==> src/rtl/scanfv_pkg.sv <==
package scanfv_pkg;
  typedef enum logic [1:0] {
    M_IDLE = 2'd0,
    M_SCAN = 2'd1,
    M_STEP = 2'd2,
    M_HALT = 2'd3
  } mode_e;

  localparam bit PAR_ODD = 1'b1;
endpackage

==> src/rtl/scanfv_parity.sv <==
module scanfv_parity #(
  parameter int W   = 35,
  parameter bit ODD = 1'b1
) (
  input  logic [W-1:0] data,
  output logic         par
);
  generate
    if (ODD) begin : g_odd
      assign par = ~(^data);
    end else begin : g_even
      assign par = ^data;
    end
  endgenerate
endmodule

==> src/rtl/scanfv_seq.sv <==
module scanfv_seq
  import scanfv_pkg::*;
#(
  parameter int DATA_W = 35,
  parameter int DEPTH  = 16,
  localparam int ADDR_W = (DEPTH > 1) ? $clog2(DEPTH) : 1
) (
  input  logic              clk,
  input  logic              rst,
  input  logic [DATA_W-1:0] pattern,
  input  logic              pat_par,
  input  logic              cload,
  input  logic              offline,
  input  logic              sstep,
  input  logic              sload_en,
  input  logic [ADDR_W-1:0] sel_addr,
  input  logic              halt_i,
  output logic [ADDR_W-1:0] mem_addr,
  output logic              mem_we,
  output logic [DATA_W:0]   mem_wdata,
  output logic              scan_active,
  output logic              rd_v,
  output logic              rd_wr,
  output logic [DATA_W-1:0] rd_pat
);
  localparam logic [ADDR_W-1:0] LAST = ADDR_W'(DEPTH - 1);

  mode_e             mode;
  logic              phase;
  logic [ADDR_W-1:0] addr_cnt;
  logic              wr_flag;
  logic [DATA_W-1:0] pat_q;
  logic              load_ok;

  assign load_ok     = cload & offline;
  assign scan_active = (mode == M_SCAN);

  always_ff @(posedge clk) begin
    if (rst) begin
      mode      <= M_IDLE;
      phase     <= 1'b0;
      addr_cnt  <= '0;
      wr_flag   <= 1'b0;
      pat_q     <= '0;
      mem_addr  <= '0;
      mem_we    <= 1'b0;
      mem_wdata <= '0;
      rd_v      <= 1'b0;
      rd_wr     <= 1'b0;
      rd_pat    <= '0;
    end else begin
      mem_we <= 1'b0;
      rd_v   <= 1'b0;
      if (halt_i) begin
        mode <= M_HALT;
      end else begin
        case (mode)
          M_IDLE: begin
            if (load_ok) begin
              mode     <= M_SCAN;
              phase    <= 1'b0;
              addr_cnt <= '0;
            end else if (sstep && sload_en) begin
              mem_addr  <= sel_addr;
              mem_we    <= 1'b1;
              mem_wdata <= {pat_par, pattern};
              wr_flag   <= 1'b1;
              pat_q     <= pattern;
              mode      <= M_STEP;
            end
          end
          M_STEP: begin
            rd_v   <= 1'b1;
            rd_wr  <= wr_flag;
            rd_pat <= pat_q;
            mode   <= M_IDLE;
          end
          M_SCAN: begin
            mem_addr <= addr_cnt;
            if (!phase) begin
              mem_we    <= load_ok;
              mem_wdata <= {pat_par, pattern};
              wr_flag   <= load_ok;
              pat_q     <= pattern;
              phase     <= 1'b1;
            end else begin
              rd_v     <= 1'b1;
              rd_wr    <= wr_flag;
              rd_pat   <= pat_q;
              phase    <= 1'b0;
              addr_cnt <= (addr_cnt == LAST) ? '0 : addr_cnt + 1'b1;
            end
          end
          default: mode <= M_HALT;
        endcase
      end
    end
  end
endmodule

==> src/rtl/scanfv_check.sv <==
module scanfv_check
  import scanfv_pkg::*;
#(
  parameter int DATA_W = 35,
  parameter int DEPTH  = 16,
  localparam int ADDR_W = (DEPTH > 1) ? $clog2(DEPTH) : 1
) (
  input  logic              clk,
  input  logic              rst,
  input  logic              rd_v,
  input  logic              rd_wr,
  input  logic [DATA_W-1:0] rd_pat,
  input  logic [ADDR_W-1:0] rd_addr,
  input  logic [DATA_W:0]   mem_rdata,
  input  logic              stop_on_err,
  output logic              chk_valid,
  output logic              par_err,
  output logic              cmp_err,
  output logic              err_hold,
  output logic              halted,
  output logic [ADDR_W-1:0] cap_addr,
  output logic [DATA_W:0]   cap_word
);
  logic              t_v;
  logic              t_wr;
  logic [DATA_W-1:0] t_pat;
  logic [ADDR_W-1:0] t_addr;
  logic              exp_par;
  logic              bad_par;
  logic              bad_cmp;
  logic              live;

  scanfv_parity #(.W(DATA_W), .ODD(PAR_ODD)) u_rpar (
    .data (mem_rdata[DATA_W-1:0]),
    .par  (exp_par)
  );

  assign live    = t_v & ~halted;
  assign bad_par = (exp_par != mem_rdata[DATA_W]);
  assign bad_cmp = t_wr & (mem_rdata[DATA_W-1:0] != t_pat);

  always_ff @(posedge clk) begin
    if (rst) begin
      t_v    <= 1'b0;
      t_wr   <= 1'b0;
      t_pat  <= '0;
      t_addr <= '0;
    end else begin
      t_v    <= rd_v;
      t_wr   <= rd_wr;
      t_pat  <= rd_pat;
      t_addr <= rd_addr;
    end
  end

  always_ff @(posedge clk) begin
    if (rst) begin
      chk_valid <= 1'b0;
      par_err   <= 1'b0;
      cmp_err   <= 1'b0;
      err_hold  <= 1'b0;
      halted    <= 1'b0;
      cap_addr  <= '0;
      cap_word  <= '0;
    end else begin
      chk_valid <= live;
      par_err   <= live & bad_par;
      cmp_err   <= live & bad_cmp;
      if (live && (bad_par || bad_cmp)) begin
        err_hold <= 1'b1;
        if (stop_on_err) begin
          halted   <= 1'b1;
          cap_addr <= t_addr;
          cap_word <= mem_rdata;
        end
      end
    end
  end
endmodule

==> src/rtl/scanfv_top.sv <==
module scanfv_top
  import scanfv_pkg::*;
#(
  parameter int DATA_W = 35,
  parameter int DEPTH  = 16,
  localparam int ADDR_W = (DEPTH > 1) ? $clog2(DEPTH) : 1
) (
  input  logic              clk,
  input  logic              rst,
  input  logic [DATA_W-1:0] entry_pat,
  input  logic              cload,
  input  logic              offline,
  input  logic              stop_on_err,
  input  logic              sstep,
  input  logic              sload_en,
  input  logic [ADDR_W-1:0] sel_addr,
  output logic [ADDR_W-1:0] mem_addr,
  output logic              mem_we,
  output logic [DATA_W:0]   mem_wdata,
  input  logic [DATA_W:0]   mem_rdata,
  output logic              scan_active,
  output logic              chk_valid,
  output logic              par_err,
  output logic              cmp_err,
  output logic              err_hold,
  output logic              halted,
  output logic [ADDR_W-1:0] cap_addr,
  output logic [DATA_W:0]   cap_word
);
  logic              pat_par;
  logic              rd_v;
  logic              rd_wr;
  logic [DATA_W-1:0] rd_pat;

  scanfv_parity #(.W(DATA_W), .ODD(PAR_ODD)) u_wpar (
    .data (entry_pat),
    .par  (pat_par)
  );

  scanfv_seq #(.DATA_W(DATA_W), .DEPTH(DEPTH)) u_seq (
    .clk         (clk),
    .rst         (rst),
    .pattern     (entry_pat),
    .pat_par     (pat_par),
    .cload       (cload),
    .offline     (offline),
    .sstep       (sstep),
    .sload_en    (sload_en),
    .sel_addr    (sel_addr),
    .halt_i      (halted),
    .mem_addr    (mem_addr),
    .mem_we      (mem_we),
    .mem_wdata   (mem_wdata),
    .scan_active (scan_active),
    .rd_v        (rd_v),
    .rd_wr       (rd_wr),
    .rd_pat      (rd_pat)
  );

  scanfv_check #(.DATA_W(DATA_W), .DEPTH(DEPTH)) u_chk (
    .clk         (clk),
    .rst         (rst),
    .rd_v        (rd_v),
    .rd_wr       (rd_wr),
    .rd_pat      (rd_pat),
    .rd_addr     (mem_addr),
    .mem_rdata   (mem_rdata),
    .stop_on_err (stop_on_err),
    .chk_valid   (chk_valid),
    .par_err     (par_err),
    .cmp_err     (cmp_err),
    .err_hold    (err_hold),
    .halted      (halted),
    .cap_addr    (cap_addr),
    .cap_word    (cap_word)
  );
endmodule

==> config.mk <==
export PLATFORM = sky130hd
export DESIGN_NAME = scanfv_top
export DESIGN_NICKNAME = d
export VERILOG_FILES = /design/src/rtl/scanfv_pkg.sv /design/src/rtl/scanfv_parity.sv /design/src/rtl/scanfv_seq.sv /design/src/rtl/scanfv_check.sv /design/src/rtl/scanfv_top.sv
export SDC_FILE = /design/constraint.sdc
export NUM_CORES = 1
export LEC_CHECK = 0
export BUFFER_PORTS_ARGS = -buffer_cell sky130_fd_sc_hd__buf_2
export CAP_MARGIN = 20
export CORE_MARGIN = 3
export CORE_UTILIZATION = 45
export CTS_CLUSTER_DIAMETER = 30
export DETAILED_ROUTE_END_ITERATION = 16
export PLACE_DENSITY = 0.82
export SLEW_MARGIN = 20
export SYNTH_ARGS = -nofsm -noshare
export SYNTH_HDL_FRONTEND = slang
export SYNTH_SLANG_ARGS = --single-unit
export TNS_END_PERCENT = 5
==> constraint.sdc <==
create_clock -name clk -period 2.1 [get_ports clk]
set_input_delay 0.42 -clock clk [delete_from_list [all_inputs] [get_ports clk]]
set_output_delay 0.42 -clock clk [all_outputs]
set_load 0.05 [all_outputs]
==> results.md <==
* Max Fclk at 485 MHz
* Count of nets left with antenna violations after detail routing at 0
* Root buf cell: sky130_fd_sc_hd__clkbuf_16
* Number of maximum-capacitance violations at 0
* Class of the tightest hold or removal check: primary input to flop
* Wire length reported by the detailed router at roughly 17 mm
* Largest net degree at the start of global routing at 78
* Nets at approximately 1100
* Worst-path clk slew at around 70 ps
* FF-to-FF path depth at 10
* Post-synth EDFFs at 0
* Final setup vio count at 0
* List of most frequent post-synthesis cells: sky130_fd_sc_hd__dfxtp_1 (172), sky130_fd_sc_hd__nand2_1 (154), sky130_fd_sc_hd__nand2b_1 (85)
* Worst setup path endpoint: u_chk.cap_word[35]
* Kind of end point of the critical path: flop
* Post-placement cell count at between 1000 and 1500
* Fraction of the core area covered by cells at the end of the flow at between 60% and 70%
* Final hold violations at 0
* Delay of the slowest critical-path stage at about 470 ps
* Start of the worst register-to-register path: u_chk.t_pat[11]
* Slew of the pin with the lowest slew margin at 582 ps
* Die Wd at approximately 130 um
* DRT iter0 DRCs at 332
* Fillcell total at approximately 1400
* Library cell occupying the most area in the post-synthesis netlist: sky130_fd_sc_hd__dfxtp_1
* Area of the mapped netlist at ~7200 um^2
* Most instantiated library cell after synthesis: sky130_fd_sc_hd__dfxtp_1
* Status: finished clean
* Design Area, Final at approximately 9300 um^2
* CP Class: primary input to flop
* Post-layout instance count excluding filler cells at about 1200
* Overall routing resource usage at 19.0%
* Worst slew slack as a fraction of its limit at between 60% and 70%
* Insertion delay of the later-clocked pin in the worst-skew pair at around 420 ps
* Total number of cells along the worst setup path at 10
* Number of nets in the synthesized netlist at between 800 and 900
* Number of hold-repair buffers added at the cts stage at 0
* Async set-reset flop share out of synthesis at 0%
* Average wire length per cell after detail routing at approximately 14 um
* Clock Skew at 8.66 ps
* DP Wirelength at around 13 mm
* Initial antenna violation count at 0
* Most instantiated flip-flop cell in the synthesis netlist: sky130_fd_sc_hd__dfxtp_1
* Number of buffers on the longest clock path at 2
* Gate family responsible for the most delay along the worst path: XOR/XNOR gates
* Vias in the first global route at 5338
* Final GP Congestion at a little over 0.8
* Dominant cells by area after synthesis: sky130_fd_sc_hd__dfxtp_1 (48%), sky130_fd_sc_hd__nand2_1 (8.0%), sky130_fd_sc_hd__xnor2_1 (7.6%)
* Detailed-route vias per instance at around 4.8
* Area share of the leading cell type in the synthesized netlist at 47.9%
* Number of diodes at 0
* Part of the Yosys area used for sequential elements at ~48%
* VDD IR max at 726 uV
* Pleak at 3.86 nW
* R2r endpoint: u_chk.cap_word[31]
* Total power of the final layout at a little over 10 mW
* Port Buf Inserts at around 170
* Yosys Warn Count at 0
* Hold depth at 3
* Die height at between 100 and 150 um
* Total power density per cell area at roughly 1100 nW/um^2
* Critical path startpoint category: primary input
* Data arrival time at the worst-slack endpoint at 2400 ps
* H-Tree Level Count at 4
* Shortest clock period the worst path allows after layout at approximately 2100 ps
* Starting density of the core at between 40 and 50%
* RSZ-0062 raised after global routing: yes
* Number of buffers inserted during clock tree synthesis at 17
* Average cell area after synthesis at 9.16 um^2
* Synth-to-layout area growth at 30.0%
* Number of standard cells after synthesis at ~800
* Crit. Startpoint: mem_rdata[32]
* Post-detailed-route DRC marker count at 0
* Standard cell area after detailed placement at between 8000 and 9000 um^2
* Total iterations of the first detailed-routing run at 4
* Cell with the largest stage delay on the worst path: sky130_fd_sc_hd__xnor3_1
* Post-synthesis cell type count at 32
* Count of pins on the block boundary at between 150 and 200
* Number of buffers and inverters on the critical path at 3
* Startpoint of the most critical hold path: entry_pat[12]
* Overflow left after global routing at 0
* Fraction of the cycle the final worst path needs at 98.2%
* Std-Cell Rows at 45
* Ordered cell list for the critical path: buf_4 -> xnor2_2 -> xnor2_1 -> xnor2_1 -> xnor3_1 -> xnor2_2 -> a21oi_4 -> buf_12 -> buf_12 -> mux2i_1
* Global-route wire length before repair at around 27 mm
* Register-to-register path setup slack at about 80 ps
* Number of synthesized register bits at roughly 170
* Routed via count at roughly 5700
* Data required time at the worst endpoint at about 2400 ps
* Core Region at about 15000 um^2
* Final max-slew violation count at 0
* Area of the die at around 18000 um^2
* Ratio of cells with drive above 1 in the final layout at between 20% and 30%
* Critical Path Fanout Max at 6
* Clock sink total at roughly 170
* TritonCTS clock tree: yes
-- worst min-delay path by stage --
| stage | end |
|---|---|
| floorplan | u_chk.t_v |
| global placement | u_chk.t_v |
| detailed placement | u_chk.t_v |
| CTS | u_seq.mem_wdata[12] |
| global route | u_seq.mem_wdata[13] |
| finish | u_seq.mem_wdata[12] |
-- layout by cell type, fill, tap and decap left out, types with 2 or more instances in the layout --
cell / n
sky130_fd_sc_hd__nand4_1: 5
sky130_fd_sc_hd__nand3_1: 4
sky130_fd_sc_hd__buf_12: 6
sky130_fd_sc_hd__nor4_1: 8
sky130_fd_sc_hd__clkinvlp_4: 4
sky130_fd_sc_hd__a21oi_1: 77
sky130_fd_sc_hd__a311oi_1: 2
sky130_fd_sc_hd__and2_1: 3
sky130_fd_sc_hd__inv_1: 4
sky130_fd_sc_hd__a21oi_2: 2
sky130_fd_sc_hd__nor2_1: 12
sky130_fd_sc_hd__xnor2_1: 56
sky130_fd_sc_hd__nand2_1: 154
sky130_fd_sc_hd__xor2_1: 40
sky130_fd_sc_hd__bufinv_16: 4
sky130_fd_sc_hd__buf_6: 4
sky130_fd_sc_hd__clkinv_2: 2
sky130_fd_sc_hd__mux2i_1: 44
sky130_fd_sc_hd__clkbuf_16: 20
sky130_fd_sc_hd__dfxtp_1: 172
sky130_fd_sc_hd__nor2b_1: 44
sky130_fd_sc_hd__buf_2: 161
sky130_fd_sc_hd__xnor2_2: 7
sky130_fd_sc_hd__clkinv_4: 3
sky130_fd_sc_hd__buf_4: 45
sky130_fd_sc_hd__a211oi_1: 6
sky130_fd_sc_hd__nand2b_1: 85
sky130_fd_sc_hd__ha_1: 3
sky130_fd_sc_hd__o21ba_1: 2
-- metal layers --
| layer | vias up | share of wire [%] | GRT usage (%) |
|---|---|---|---|
| met5 | - | 0 | 0 |
| met2 | 176 | 45 | 28.7 |
| li1 | 2925 | - | - |
| met1 | 2616 | 47 | 26.2 |
| met3 | 23 | 6.2 | 4.96 |
| met4 | 0 | 1.9 | 7.10 |
-- layout make-up --
class	instances	area (um^2)	share of cell area (%)
clock inverter	14	195	2.09
sequential	172	3440	36.8
multi-input combinational	566	3600	38.5
inverter	4	15.0	0.161
clock buffer	18	429	4.59
timing repair buffer	220	1400	15.0
tap	211	264	2.82
-- power by group --
part | internal (mW) | switching [mW]
Sequential | 3.59 | 0.236
Combinational | 1.14 | 2.06
Clock | 1.99 | 1.28
Total | 6.72 | 3.57
-- worst reg2reg max path: stages, from the launching register on --
cell                        delay, ps
sky130_fd_sc_hd__dfxtp_1          310
sky130_fd_sc_hd__xor2_1           130
sky130_fd_sc_hd__nor4_1           310
sky130_fd_sc_hd__buf_4            170
sky130_fd_sc_hd__nand4_1           90
sky130_fd_sc_hd__o31ai_2          230
sky130_fd_sc_hd__buf_4            170
sky130_fd_sc_hd__a21oi_4           60
sky130_fd_sc_hd__buf_12           160
sky130_fd_sc_hd__clkbuf_16        170
sky130_fd_sc_hd__mux2i_1          110
-- repair_timing --
action / 4_1_cts / 5_1_grt
setup endpoints to repair: 0 / 42
setup buffers: 0 / 1
resized for setup: 0 / 21
-- metrics by stage --
stage | TNS (ps) | hold slack, ps | setup WS, ps
after CTS | 0 | 237 | 4.40
after detailed placement | -16480 | 428 | -432
after global routing | -1210 | 246 | -61.2
after global placement | -14490 | 418 | -377
final | 0 | 250 | 38.2
after floorplan | -631 | 414 | -17.2
-- flip-flops by register name, summed over array words and instances (netlist names), 4 cells and up --
signal / cells
u_chk.cap_word: 36
u_seq.mem_addr: 4
u_chk.cap_addr: 4
u_chk.t_addr: 4
u_chk.t_pat: 35
u_seq.mem_wdata: 36
u_seq.rd_pat: 35
u_seq.addr_cnt: 4
-- kinds of logic after synthesis --
group | count (synthesis) | share of synthesized area (%)
multiplexers | 45 | 6.28
AND/OR/NAND/NOR | 317 | 21.8
adder cells (fa/ha/maj) | 4 | 0.696
buffers and inverters | 47 | 2.87
XOR/XNOR | 105 | 13.1
AO/OA/AOI/OAI | 95 | 7.41
flip-flops | 172 | 47.9
No activity file was read; power rests on OpenSTA's default activity.
